[config.mk]
export PLATFORM = sky130hd
export DESIGN_NAME = led_chain_ser
export DESIGN_NICKNAME = d
export VERILOG_FILES = /design/src/rtl/led_chain_pkg.sv /design/src/rtl/led_phase_clk.sv /design/src/rtl/led_udd_bank.sv /design/src/rtl/led_chain_seq.sv /design/src/rtl/led_chain_ser.sv
export SDC_FILE = /design/constraint.sdc
export NUM_CORES = 1
export LEC_CHECK = 0
export ABC_AREA = 1
export BUFFER_PORTS_ARGS = -buffer_cell sky130_fd_sc_hd__buf_2
export CAP_MARGIN = 5
export CORE_ASPECT_RATIO = 0.5
export CORE_UTILIZATION = 24
export CTS_CLUSTER_DIAMETER = 120
export DETAILED_ROUTE_END_ITERATION = 10
export PLACE_DENSITY = 0.4
export RECOVER_POWER = 25
export REMOVE_ABC_BUFFERS = 1
export SLEW_MARGIN = 10
export SYNTH_ARGS = -nofsm -noshare
export SYNTH_HDL_FRONTEND = slang
export SYNTH_SLANG_ARGS = --single-unit
[constraint.sdc]
create_clock -name clk -period 10.55 [get_ports clk]
set_input_delay 2.11 -clock clk [delete_from_list [all_inputs] [get_ports clk]]
set_output_delay 2.11 -clock clk [all_outputs]
set_load 0.05 [all_outputs]
[src/rtl/led_chain_pkg.sv]
// Shared types for the LED shift chain serializer.
package led_chain_pkg;
    // Segment currently being shifted; LAT is the latch period.
    typedef enum logic [2:0] {
        SEG_HDR = 3'd0,
        SEG_PRT = 3'd1,
        SEG_DBG = 3'd2,
        SEG_TRL = 3'd3,
        SEG_LAT = 3'd4
    } seg_e;

    // Header/trailer word update operation.
    typedef enum logic [1:0] {
        UDD_LOAD  = 2'd0,
        UDD_SET   = 2'd1,
        UDD_CLEAR = 2'd2,
        UDD_HOLD  = 2'd3
    } udd_op_e;
endpackage

[src/rtl/led_phase_clk.sv]
// LED clock divider. While run is high, each LED clock level lasts
// max(phase,1)*PHASE_UNIT system clocks. first_slot marks the first enabled
// cycle, and slot_tick marks every cycle whose edge opens a new slot
// (falling LED clock or first start). Assumes phase changes are rare; a
// smaller phase mid-count ends the current level at the next cycle.
module led_phase_clk #(
    parameter int PHASE_W    = 7,
    parameter int PHASE_UNIT = 64
) (
    input  logic               clk,
    input  logic               rst_n,
    input  logic               run,
    input  logic [PHASE_W-1:0] phase,
    output logic               led_clk,
    output logic               slot_tick,
    output logic               first_slot
);
    localparam int CNT_W = PHASE_W + $clog2(PHASE_UNIT) + 1;

    logic [CNT_W-1:0]   cnt_q;
    logic [CNT_W-1:0]   lim;
    logic [PHASE_W-1:0] ph_eff;
    logic               clk_q;
    logic               started_q;
    logic               wrap;

    // Half-period limit with phase 0 read as 1.
    always_comb begin
        ph_eff = (phase == '0) ? PHASE_W'(1) : phase;
        lim    = CNT_W'(ph_eff) * CNT_W'(PHASE_UNIT);
        wrap   = (cnt_q >= (lim - CNT_W'(1)));
    end

    assign first_slot = run && !started_q;
    assign slot_tick  = first_slot || (run && started_q && wrap && clk_q);
    assign led_clk    = clk_q;

    // Half-period counter and LED clock toggle.
    always_ff @(posedge clk) begin
        if (!rst_n || !run) begin
            cnt_q     <= '0;
            clk_q     <= 1'b0;
            started_q <= 1'b0;
        end else begin
            started_q <= 1'b1;
            if (!started_q) begin
                cnt_q <= '0;
            end else if (wrap) begin
                cnt_q <= '0;
                clk_q <= ~clk_q;
            end else begin
                cnt_q <= cnt_q + CNT_W'(1);
            end
        end
    end
endmodule

[src/rtl/led_udd_bank.sv]
// Header (index 0) and trailer (index 1) user data words with load, bitwise
// set and bitwise clear writes. Assumes one write per cycle.
module led_udd_bank
    import led_chain_pkg::*;
#(
    parameter int UDD_W = 32
) (
    input  logic             clk,
    input  logic             rst_n,
    input  logic             wr,
    input  logic             sel,
    input  logic [1:0]       op,
    input  logic [UDD_W-1:0] wdata,
    output logic [UDD_W-1:0] hdr_word,
    output logic [UDD_W-1:0] trl_word
);
    localparam int NWORDS = 2;

    logic [UDD_W-1:0] word_q [NWORDS];
    udd_op_e          op_e;

    assign op_e = udd_op_e'(op);

    for (genvar g = 0; g < NWORDS; g++) begin : g_word
        // Apply the selected update to this word when addressed.
        always_ff @(posedge clk) begin
            if (!rst_n) begin
                word_q[g] <= '0;
            end else if (wr && (int'(sel) == g)) begin
                case (op_e)
                    UDD_LOAD:  word_q[g] <= wdata;
                    UDD_SET:   word_q[g] <= word_q[g] | wdata;
                    UDD_CLEAR: word_q[g] <= word_q[g] & ~wdata;
                    default:   word_q[g] <= word_q[g];
                endcase
            end
        end
    end

    assign hdr_word = word_q[0];
    assign trl_word = word_q[1];
endmodule

[src/rtl/led_chain_seq.sv]
// Chain sequencer. It keeps a pointer to the next slot (segment, bit index,
// port), loads that slot's bit and latch flag on each slot_tick, and steps
// the pointer past empty segments and disabled ports in the same cycle.
// Assumes UDD_W >= DBG_W and UDD_W >= GW. A pointer left out of range by a
// configuration change moves on at the next slot.
module led_chain_seq
    import led_chain_pkg::*;
#(
    parameter int NUM_PORTS = 8,
    parameter int GW        = 6,
    parameter int UDD_W     = 32,
    parameter int DBG_W     = 17,
    localparam int CW       = $clog2(UDD_W + 1),
    localparam int GLW      = $clog2(GW + 1),
    localparam int PORT_W   = (NUM_PORTS > 1) ? $clog2(NUM_PORTS) : 1
) (
    input  logic                    clk,
    input  logic                    rst_n,
    input  logic                    run,
    input  logic                    slot_tick,
    input  logic                    first_slot,
    input  logic [UDD_W-1:0]        hdr_word,
    input  logic [UDD_W-1:0]        trl_word,
    input  logic [CW-1:0]           hdr_cnt,
    input  logic [CW-1:0]           trl_cnt,
    input  logic [NUM_PORTS-1:0]    port_en,
    input  logic [GLW-1:0]          grp_len,
    input  logic [NUM_PORTS*GW-1:0] grp_data,
    input  logic                    dbg_en,
    input  logic [DBG_W-1:0]        dbg_word,
    output logic                    bit_out,
    output logic                    lat_out
);
    localparam int UIW = $clog2(UDD_W);
    localparam int DIW = $clog2(DBG_W);
    localparam int GIW = (GW > 1) ? $clog2(GW) : 1;

    logic [GW-1:0]     grp [NUM_PORTS];
    logic [CW-1:0]     hc, tc;
    logic [GLW-1:0]    gl;
    seg_e              seg_q, cur_seg, nxt_seg;
    seg_e              hdr_entry, prt_entry, dbg_entry, trl_entry;
    logic [CW-1:0]     idx_q, cur_idx, nxt_idx;
    logic [PORT_W-1:0] port_q, cur_port, nxt_port;
    logic [PORT_W-1:0] first_p, later_p;
    logic              any_en, later_ok;
    logic              cur_bit;

    for (genvar g = 0; g < NUM_PORTS; g++) begin : g_grp
        assign grp[g] = grp_data[g*GW +: GW];
    end

    // Clamp the programmed lengths to their field widths.
    always_comb begin
        hc = (hdr_cnt > CW'(UDD_W)) ? CW'(UDD_W) : hdr_cnt;
        tc = (trl_cnt > CW'(UDD_W)) ? CW'(UDD_W) : trl_cnt;
        gl = (grp_len > GLW'(GW)) ? GLW'(GW) : grp_len;
    end

    // Lowest enabled port overall.
    always_comb begin
        any_en  = 1'b0;
        first_p = '0;
        for (int i = NUM_PORTS - 1; i >= 0; i--) begin
            if (port_en[i]) begin
                any_en  = 1'b1;
                first_p = PORT_W'(i);
            end
        end
    end

    // Segment that a refresh, or a finished segment, falls through to.
    always_comb begin
        trl_entry = (tc != '0) ? SEG_TRL : SEG_LAT;
        dbg_entry = dbg_en ? SEG_DBG : trl_entry;
        prt_entry = ((gl != '0) && any_en) ? SEG_PRT : dbg_entry;
        hdr_entry = (hc != '0) ? SEG_HDR : prt_entry;
    end

    // Slot emitted at this tick: the refresh start, or the stored pointer.
    always_comb begin
        cur_seg  = first_slot ? hdr_entry : seg_q;
        cur_idx  = first_slot ? '0 : idx_q;
        cur_port = first_slot ? first_p : port_q;
    end

    // Lowest enabled port above the current one.
    always_comb begin
        later_ok = 1'b0;
        later_p  = '0;
        for (int i = NUM_PORTS - 1; i >= 0; i--) begin
            if (port_en[i] && (i > int'(cur_port))) begin
                later_ok = 1'b1;
                later_p  = PORT_W'(i);
            end
        end
    end

    // Pointer step, skipping empty segments in the same cycle.
    always_comb begin
        nxt_seg  = cur_seg;
        nxt_idx  = cur_idx + CW'(1);
        nxt_port = cur_port;
        case (cur_seg)
            SEG_HDR: if (int'(cur_idx) + 1 >= int'(hc)) begin
                nxt_seg  = prt_entry;
                nxt_idx  = '0;
                nxt_port = first_p;
            end
            SEG_PRT: if (int'(cur_idx) + 1 >= int'(gl)) begin
                nxt_idx = '0;
                if (later_ok) nxt_port = later_p;
                else          nxt_seg  = dbg_entry;
            end
            SEG_DBG: if (int'(cur_idx) + 1 >= DBG_W) begin
                nxt_seg = trl_entry;
                nxt_idx = '0;
            end
            SEG_TRL: if (int'(cur_idx) + 1 >= int'(tc)) begin
                nxt_seg = SEG_LAT;
                nxt_idx = '0;
            end
            default: begin
                nxt_seg  = hdr_entry;
                nxt_idx  = '0;
                nxt_port = first_p;
            end
        endcase
    end

    // Bit carried by the current slot.
    always_comb begin
        case (cur_seg)
            SEG_HDR: cur_bit = hdr_word[cur_idx[UIW-1:0]];
            SEG_PRT: cur_bit = grp[cur_port][cur_idx[GIW-1:0]];
            SEG_DBG: cur_bit = dbg_word[cur_idx[DIW-1:0]];
            SEG_TRL: cur_bit = trl_word[cur_idx[UIW-1:0]];
            default: cur_bit = 1'b0;
        endcase
    end

    // Pointer and slot output registers.
    always_ff @(posedge clk) begin
        if (!rst_n || !run) begin
            seg_q   <= SEG_HDR;
            idx_q   <= '0;
            port_q  <= '0;
            bit_out <= 1'b0;
            lat_out <= 1'b0;
        end else if (slot_tick) begin
            seg_q   <= nxt_seg;
            idx_q   <= nxt_idx;
            port_q  <= nxt_port;
            bit_out <= cur_bit;
            lat_out <= (cur_seg == SEG_LAT);
        end
    end
endmodule

[src/rtl/led_chain_ser.sv]
// LED shift chain serializer top. It joins the clock divider, the
// header/trailer word bank and the sequencer, and applies output polarity.
// Assumes the port groups arrive already formatted and held stable for at
// least one refresh.
module led_chain_ser #(
    parameter int NUM_PORTS  = 8,
    parameter int GW         = 6,
    parameter int UDD_W      = 32,
    parameter int DBG_W      = 17,
    parameter int PHASE_W    = 7,
    parameter int PHASE_UNIT = 64,
    localparam int CW        = $clog2(UDD_W + 1),
    localparam int GLW       = $clog2(GW + 1)
) (
    input  logic                    clk,
    input  logic                    rst_n,
    input  logic                    enable,
    input  logic                    polarity,
    input  logic [PHASE_W-1:0]      phase,
    input  logic [CW-1:0]           hdr_cnt,
    input  logic [CW-1:0]           trl_cnt,
    input  logic                    udd_wr,
    input  logic                    udd_sel,
    input  logic [1:0]              udd_op,
    input  logic [UDD_W-1:0]        udd_wdata,
    input  logic [NUM_PORTS-1:0]    port_en,
    input  logic [GLW-1:0]          grp_len,
    input  logic [NUM_PORTS*GW-1:0] grp_data,
    input  logic                    dbg_en,
    input  logic [DBG_W-1:0]        dbg_word,
    output logic                    led_clk,
    output logic                    led_dat,
    output logic                    led_lat
);
    logic             slot_tick;
    logic             first_slot;
    logic             chain_bit;
    logic [UDD_W-1:0] hdr_word;
    logic [UDD_W-1:0] trl_word;

    led_phase_clk #(
        .PHASE_W   (PHASE_W),
        .PHASE_UNIT(PHASE_UNIT)
    ) u_clk (
        .clk       (clk),
        .rst_n     (rst_n),
        .run       (enable),
        .phase     (phase),
        .led_clk   (led_clk),
        .slot_tick (slot_tick),
        .first_slot(first_slot)
    );

    led_udd_bank #(
        .UDD_W(UDD_W)
    ) u_udd (
        .clk     (clk),
        .rst_n   (rst_n),
        .wr      (udd_wr),
        .sel     (udd_sel),
        .op      (udd_op),
        .wdata   (udd_wdata),
        .hdr_word(hdr_word),
        .trl_word(trl_word)
    );

    led_chain_seq #(
        .NUM_PORTS(NUM_PORTS),
        .GW       (GW),
        .UDD_W    (UDD_W),
        .DBG_W    (DBG_W)
    ) u_seq (
        .clk       (clk),
        .rst_n     (rst_n),
        .run       (enable),
        .slot_tick (slot_tick),
        .first_slot(first_slot),
        .hdr_word  (hdr_word),
        .trl_word  (trl_word),
        .hdr_cnt   (hdr_cnt),
        .trl_cnt   (trl_cnt),
        .port_en   (port_en),
        .grp_len   (grp_len),
        .grp_data  (grp_data),
        .dbg_en    (dbg_en),
        .dbg_word  (dbg_word),
        .bit_out   (chain_bit),
        .lat_out   (led_lat)
    );

    // Polarity applied after the register; a zero chain bit reads as dark.
    assign led_dat = chain_bit ^ polarity;
endmodule

==> results.md, run 1 <==
* Number of top-level design ports at 139
* Startpoint class of the critical path: input pin
* PwrDens at 110 mW/mm2
* Final setup violation count at 0
* Post-detailed-routing wire length at 24000 um
* Maximum number of pins on one net before global-route repair at 48
* Fmax at 151 MHz
* Crit Path Class: input pin to flop
* Setup repair after global routing missed its margin: false
* FFs w/ async S/R, synth at 0%
* Cell types with the largest area share after synthesis: edfxtp_1 27%, nand2_1 15%, dfxtp_1 8.3%, nand3_1 8.3%, nor2_1 5.9%
* Number of nets in the layout at 1300
* Setup TNS at 0 ps
* Final critical path time including I/O delays and setup at 6630 ps
* Initial antenna violation count at 0
* Total vias in the final route at 7271
* Peak fanout along the critical path at 33
* Total routing resource utilization after global routing at 15.7%
* Run status: finished, violations left
* Share of layout cells above drive strength 1 at ~17%
* Post-CTS setup buffer count at 0
* Number of clock sinks seen by CTS at 94
* Count of cells resized by post-cts repair at 0
* Area growth from synthesis to layout at 18.2%
* Static leakage at 0.00366 uW
* Area of the placeable core at between 0.02 and 0.03 mm2
* Placed inst area at 0.00828 mm2
* Post-synth EDFFs at 64
* Crit path DAT at 6800 ps
* CTS tree: built
* Leading register cell type out of synthesis: edfxtp_1
* Count of distinct cell types in the synthesized netlist at 54
* DRC marker count from the first detailed-route iteration at 486
* Vertical extent of the die at 125 um
* Post-layout instance area at about 0.0085 mm2
* Data required time of the worst path at ~11000 ps
* Post-route clock skew at ~7.4 ps
* Period utilization at 62.9%
* Routability-driven placement congestion ratio at 0.857
* Crit end category: flop
* Slew Viols, Final at 101
* DRC at 20
* Max VDD drop at 0.0685 mV
* Fin. Hold Viols at 0
* Placement Rows at 44
* Failing checks: DRC, capacitance limit, slew limit
* ANT cells at 0
* # hold bufs at CTS at 0
* Detail Route Antenna Nets at 0
* Full die area at 0.0309 mm2
* Post-detail-place hpwl at 17000 um
* Gate Count Post-Synth at about 1000
* Clock tree root buffer cell: clkbuf_16
* First-pass detailed-route iteration total at 8
* Actual transition at the worst max-transition pin at 2740 ps
* First-pass GRT wire length at 38000 um
* Dominant cell type by area after synthesis: edfxtp_1
* Average cell area after synthesis at slightly above 7 um2
* Clock insertion delay at the later pin of the skew report at between 300 and 400 ps
* Mapped cell area at 0.00723 mm2
* Post-detailed-route wirelength per cell at 15.7 um
* Slew margin rel. at -83.0%
* HP Class: flop to flop
* # port buffers at 138
* Via-per-instance ratio at roughly 4.7
* Max-cap violation count at 3
* Total of warnings raised by yosys at 0
* Sequential share of the synthesized area at 34.9%
* Initial core utilization at between 20% and 30%
* Area share of the leading cell type in the synthesized netlist at between 20% and 30%
* Number of global-route vias before repair at 7009
* Overflow left after global routing at 0
* Flops & latches, synth at between 90 and 100
* Worst-path clk slew at roughly 70 ps
* H-tree depth at 3
* Width of the die at 247 um
* Clock buffer depth at 2
* Cts bufs inserted at 9
## path summary, 6_finish.rpt
path | slack, ps | cells after the start | from | endpoint
hold reg to reg | 450 | 1 | u_clk.cnt_q[0] | u_clk.cnt_q[0]
hold / removal | 450 | 1 | u_clk.cnt_q[0] | u_clk.cnt_q[0]
setup / recovery | 3920 | 8 | udd_op[0] | u_udd.word_q[0][20]
setup reg to reg | 5950 | 22 | u_clk.started_q | u_seq.port_q[2]
## state kept, by name, summed over array words and instances (netlist names), 3 cells and up
register,count
u_clk.cnt_q,14
u_seq.port_q,3
u_seq.idx_q,6
u_seq.seg_q,3
u_udd.word_q,64
## layout make-up
cell class | count | area [um2]
inverters | 95 | 358
clock buffers | 11 | 233
multi-input cells | 794 | 4170
flip-flops and latches | 94 | 2520
clock inverters | 5 | 58.8
fillers | 3270 | 20700
well taps | 391 | 489
repair buffers | 143 | 714
## where the power goes
group	total, uW	switching [uW]	leakage, uW	internal, uW
Combinational	173	113	0.00261	60.4
Clock	340	155	0.000138	185
Sequential	423	10.2	0.000914	413
Total	936	278	0.00366	658
## stage by stage
step	utilization [%]	std cells	hold WS (ps)	total power, uW	setup slack, ps
4_1_cts	29.3	1533	462	951	4470
5_1_grt	29.2	1533	501	986	3620
3_5_place_dp	28.3	1517	432	607	4100
3_3_place_gp	28.3	1517	436	606	4200
6_report	29.2	1533	454	936	3920
2_1_floorplan	-	983	418	530	4840
## worst max-delay path, stage by stage
cell and delay, ps:
clkbuf_1 130, nor2_1 2020, inv_1 270, nand2_1 150, clkbuf_1 1290, nand2_1 110, buf_4 320, a221oi_1 350
## per-layer routing
layer	part of all wire, %	global-route usage, %	vias up
li1	-	-	3738
met1	48	20.6	3379
met2	47	26.7	143
met3	4.6	2.91	11
met4	0.66	2.74	0
met5	0	0	-
## cell usage in the layout (no fill, tap or decap), types with 5 or more instances in the layout
master	count
a211oi_1	32
a21oi_1	70
a221oi_1	31
buf_2	133
clkbuf_1	9
clkbuf_16	9
dfxtp_1	30
edfxtp_1	64
ha_1	27
inv_1	86
inv_2	8
nand2_1	281
nand2_2	9
nand3_1	119
nand4_1	5
nor2_1	113
nor2_2	5
nor3_1	7
nor3b_1	5
o211ai_1	5
o21ai_0	19
o21ai_1	6
xor2_1	9
## synthesized netlist by cell type, types with 2 or more instances
master and instances:
nand2_1 281, nand3_1 120, nor2_1 114, inv_1 86, a21oi_1 70, edfxtp_1 64, a211oi_1 32, a221oi_1 31
dfxtp_1 30, ha_1 27, clkbuf_1 24, o21ai_0 20, buf_2 11, nand2_2 9, xor2_1 9, inv_2 8
nor3_1 8, o21ai_1 6, nand4_1 5, nor2_2 5, nor3b_1 5, o211ai_1 5, a31oi_1 4, buf_4 4
nand3b_1 4, xnor2_1 4, a21boi_0 3, nand2_4 3, a21oi_2 2, buf_6 2, mux2i_1 2, nand3_2 2
o2111ai_1 2, o21ai_2 2, o22ai_1 2
## logic make-up after synthesis
logic type	Yosys count	share of synthesized area, %
fa+ha+maj	27	4.67
other cells	1	0.0519
flops	94	34.9
mux	2	0.277
buf+inv	137	7.74
xor+xnor	13	1.58
simple gates	564	33.8
compound gates	187	16.9
No activity file was read; power rests on OpenSTA's default activity.
==> run 2: changes to the inputs <==
--- a/config.mk
+++ b/config.mk
@@ -12,7 +12,7 @@
 export CORE_UTILIZATION = 24
 export CTS_CLUSTER_DIAMETER = 120
 export DETAILED_ROUTE_END_ITERATION = 10
-export PLACE_DENSITY = 0.4
+export PLACE_DENSITY = 0.42
 export RECOVER_POWER = 25
 export REMOVE_ABC_BUFFERS = 1
 export SLEW_MARGIN = 10
==> constraint.sdc (replaced) <==
create_clock -name clk -period 5.9 [get_ports clk]
set_input_delay 1.18 -clock clk [delete_from_list [all_inputs] [get_ports clk]]
set_output_delay 1.18 -clock clk [all_outputs]
set_load 0.05 [all_outputs]
==> results.md, run 2 (same netlist as run 1, synthesis figures left out) <==
* Run status: finished, violations left
* Failing checks: DRC, capacitance limit, slew limit
* First-pass detailed-route iteration total at 8 (unchanged)
* Count of cells resized by post-cts repair at 0 (unchanged)
* Via-per-instance ratio at 4.71 (-0.72%)
* Routability-driven placement congestion ratio at 0.826 (-3.6%)
* DRC marker count from the first detailed-route iteration at 410 (-16%)
* Utilization of the core after routing at 29.3% (+0.18 points)
* Most used cells in the layout excluding fill and tap cells: 281 x nand2_1, 134 x buf_2, 119 x nand3_1, 112 x nor2_1, 86 x inv_1
* DRC at 18 (-10%)
* Crit Path Class: input pin to flop
* PwrDens at 199 mW/mm2 (+82%)
* Worst-path clk slew at 70 ps (about the same)
* Fmax at 243 MHz
* Max VDD drop at 0.115 mV (+68%)
* # port buffers at 138 (unchanged)
* Data required time of the worst path at 6210 ps (-4510 ps)
* Actual transition at the worst max-transition pin at 2110 ps (-627 ps)
* Crit end category: flop
* Area growth from synthesis to layout at 18.9%
* Minimum hold slack at 452 ps (-1.83 ps)
* Initial antenna violation count at 1 (+1)
* Maximum number of pins on one net before global-route repair at 47 (-2.1%)
* Post-CTS setup buffer count at 0 (unchanged)
* Placement Rows at 44 (unchanged)
* Number of top-level design ports at 139 (unchanged)
* Startpoint class of the critical path: input pin
* Vertical extent of the die at 125 um (unchanged)
* Total routing resource utilization after global routing at 15.7% (+0.045 points)
* Area of the placeable core at 0.0293 mm2 (unchanged)
* Clock tree root buffer cell: clkbuf_16
* Overflow left after global routing at 0 (unchanged)
* Endpoint of the worst register-to-register path: u_seq.port_q[1]
* Post-detailed-routing wire length at 24000 um (-0.32%)
* Final critical path time including I/O delays and setup at 4120 ps
* Number of flip-flops in the largest register at 64 (unchanged)
* Post-layout instance area at 0.00860 mm2 (+0.63%)
* # hold bufs at CTS at 0 (unchanged)
* Peak fanout along the critical path at 42 (+27%)
* Slew margin rel. at -40.5% (+42 points)
* Total vias in the final route at 7242 (-0.40%)
* Number of clock sinks seen by CTS at 94 (unchanged)
* Slew Viols, Final at 67 (-34%)
* Worst Min Path Start: u_clk.cnt_q[0]
* Cts bufs inserted at 9 (unchanged)
* Fin. Hold Viols at 0 (unchanged)
* Crit path DAT at 4430 ps (-2370 ps)
* Clock buffer depth at 2 (unchanged)
* Post-route clock skew at 7.60 ps (+0.207 ps)
* Number of global-route vias before repair at 7077 (+0.97%)
* Setup repair after global routing missed its margin: false
* Full die area at 0.0309 mm2 (unchanged)
* Detail Route Antenna Nets at 0 (unchanged)
* R2R Setup Slk at 2200 ps (-3750 ps)
* Setup TNS at 0 ps (unchanged)
* Clock insertion delay at the later pin of the skew report at 360 ps (about the same)
* Static leakage at 0.00370 uW (+1.0%)
* Number of filler cells placed in the layout at 3282 (+0.37%)
* Number of nets in the layout at 1304 (+0.31%)
* First-pass GRT wire length at 38200 um (+0.47%)
* Post-detail-place hpwl at 16900 um (-0.76%)
* Commonest non-fill, non-tap cell in the layout: nand2_1
* Largest registers: u_udd.word_q (64), u_clk.cnt_q (14), u_seq.idx_q (6)
* Initial core utilization at 24.7% (unchanged)
* Min-Delay Path Depth at 1 (unchanged)
* Register-to-Register Path Depth at 22 (unchanged)
* Reg with most FFs: u_udd.word_q
* HP Class: flop to flop
* Placed inst area at 0.00830 mm2 (+0.24%)
* H-tree depth at 3 (unchanged)
* Source of the worst register-to-register timing path: u_clk.started_q
* Final setup violation count at 0 (unchanged)
* Overall power after layout at 1710 uW (+83%)
* Share of layout cells above drive strength 1 at 17.2% (+0.47 points)
* Post-detailed-route wirelength per cell at 15.6 um (-0.65%)
* Max-cap violation count at 2 (-1)
* End point of the most critical hold path: u_clk.cnt_q[0]
* Period utilization at a little over two thirds
* Width of the die at 247 um (unchanged)
* CTS tree: built
-- run 2: cell count changes in the layout (fill, tap and decap cells not counted) --
cell and change:
nor2_2 +2, nor2_4 -1, bufinv_16 +1, clkinvlp_4 -1, nor2_1 -1, buf_2 +1, buf_4 +4, clkbuf_1 -1
diode_2 +1
-- run 2: cell type report --
| class | count | area, um2 | share of cell area, % |
|---|---|---|---|
| flip-flops and latches | 94 | 2520 | 29.3 |
| repair buffers | 147 | 746 | 8.68 |
| inverters | 95 | 358 | 4.16 |
| clock inverters | 5 | 81.3 | 0.946 |
| diodes | 1 | 2.50 | 0.0291 |
| well taps | 391 | 489 | 5.69 |
| multi-input cells | 794 | 4160 | 48.4 |
| clock buffers | 11 | 233 | 2.71 |
-- run 2: power by group --
part	internal, uW	switching, uW	leakage [uW]
combinational	109	200	0.00263
clock	373	276	0.000152
sequential	738	17.5	0.000914
-- run 2: worst max path at each step --
stage / start / endpoint / slack [ps] / cells after the start
floorplan: udd_sel / u_udd.word_q[1][0] / 1120 / 2
global placement: enable / u_seq.idx_q[4] / 1490 / 19
detailed placement: enable / u_seq.port_q[1] / 1340 / 21
CTS: enable / u_seq.port_q[1] / 1760 / 21
global route: enable / u_seq.port_q[2] / 1360 / 22
finish: enable / u_seq.port_q[1] / 1780 / 21
-- run 2: worst max-delay path: stages --
cell and delay, ps:
buf_2 130, nand2_2 230, nand2_4 470, clkinv_2 120
ha_1 230, inv_1 70, nor2_2 50, nand3_1 100
inv_1 50, nor2_1 340, ha_1 310, nand2_1 90
nor2_1 50, nand2_1 70, o2111ai_2 220, nor2_1 220
o21ai_1 100, o22a_1 210, nand3b_1 80, nand2_1 50
inv_1 50
-- run 2: per-stage QoR --
stage          cells  setup slack (ps)
2_1_floorplan    983              1120
3_3_place_gp    1521              1490
3_5_place_dp    1521              1340
4_1_cts         1537              1760
5_1_grt         1538              1360
6_report        1538              1780
-- run 2: per-layer routing --
metal	up-vias	wire, um	global-route usage [%]
li1	3748	-	-
met2	131	11200	26.7
met3	12	930	2.80
met5	-	0	0
met1	3351	11700	20.8
met4	0	218	2.96
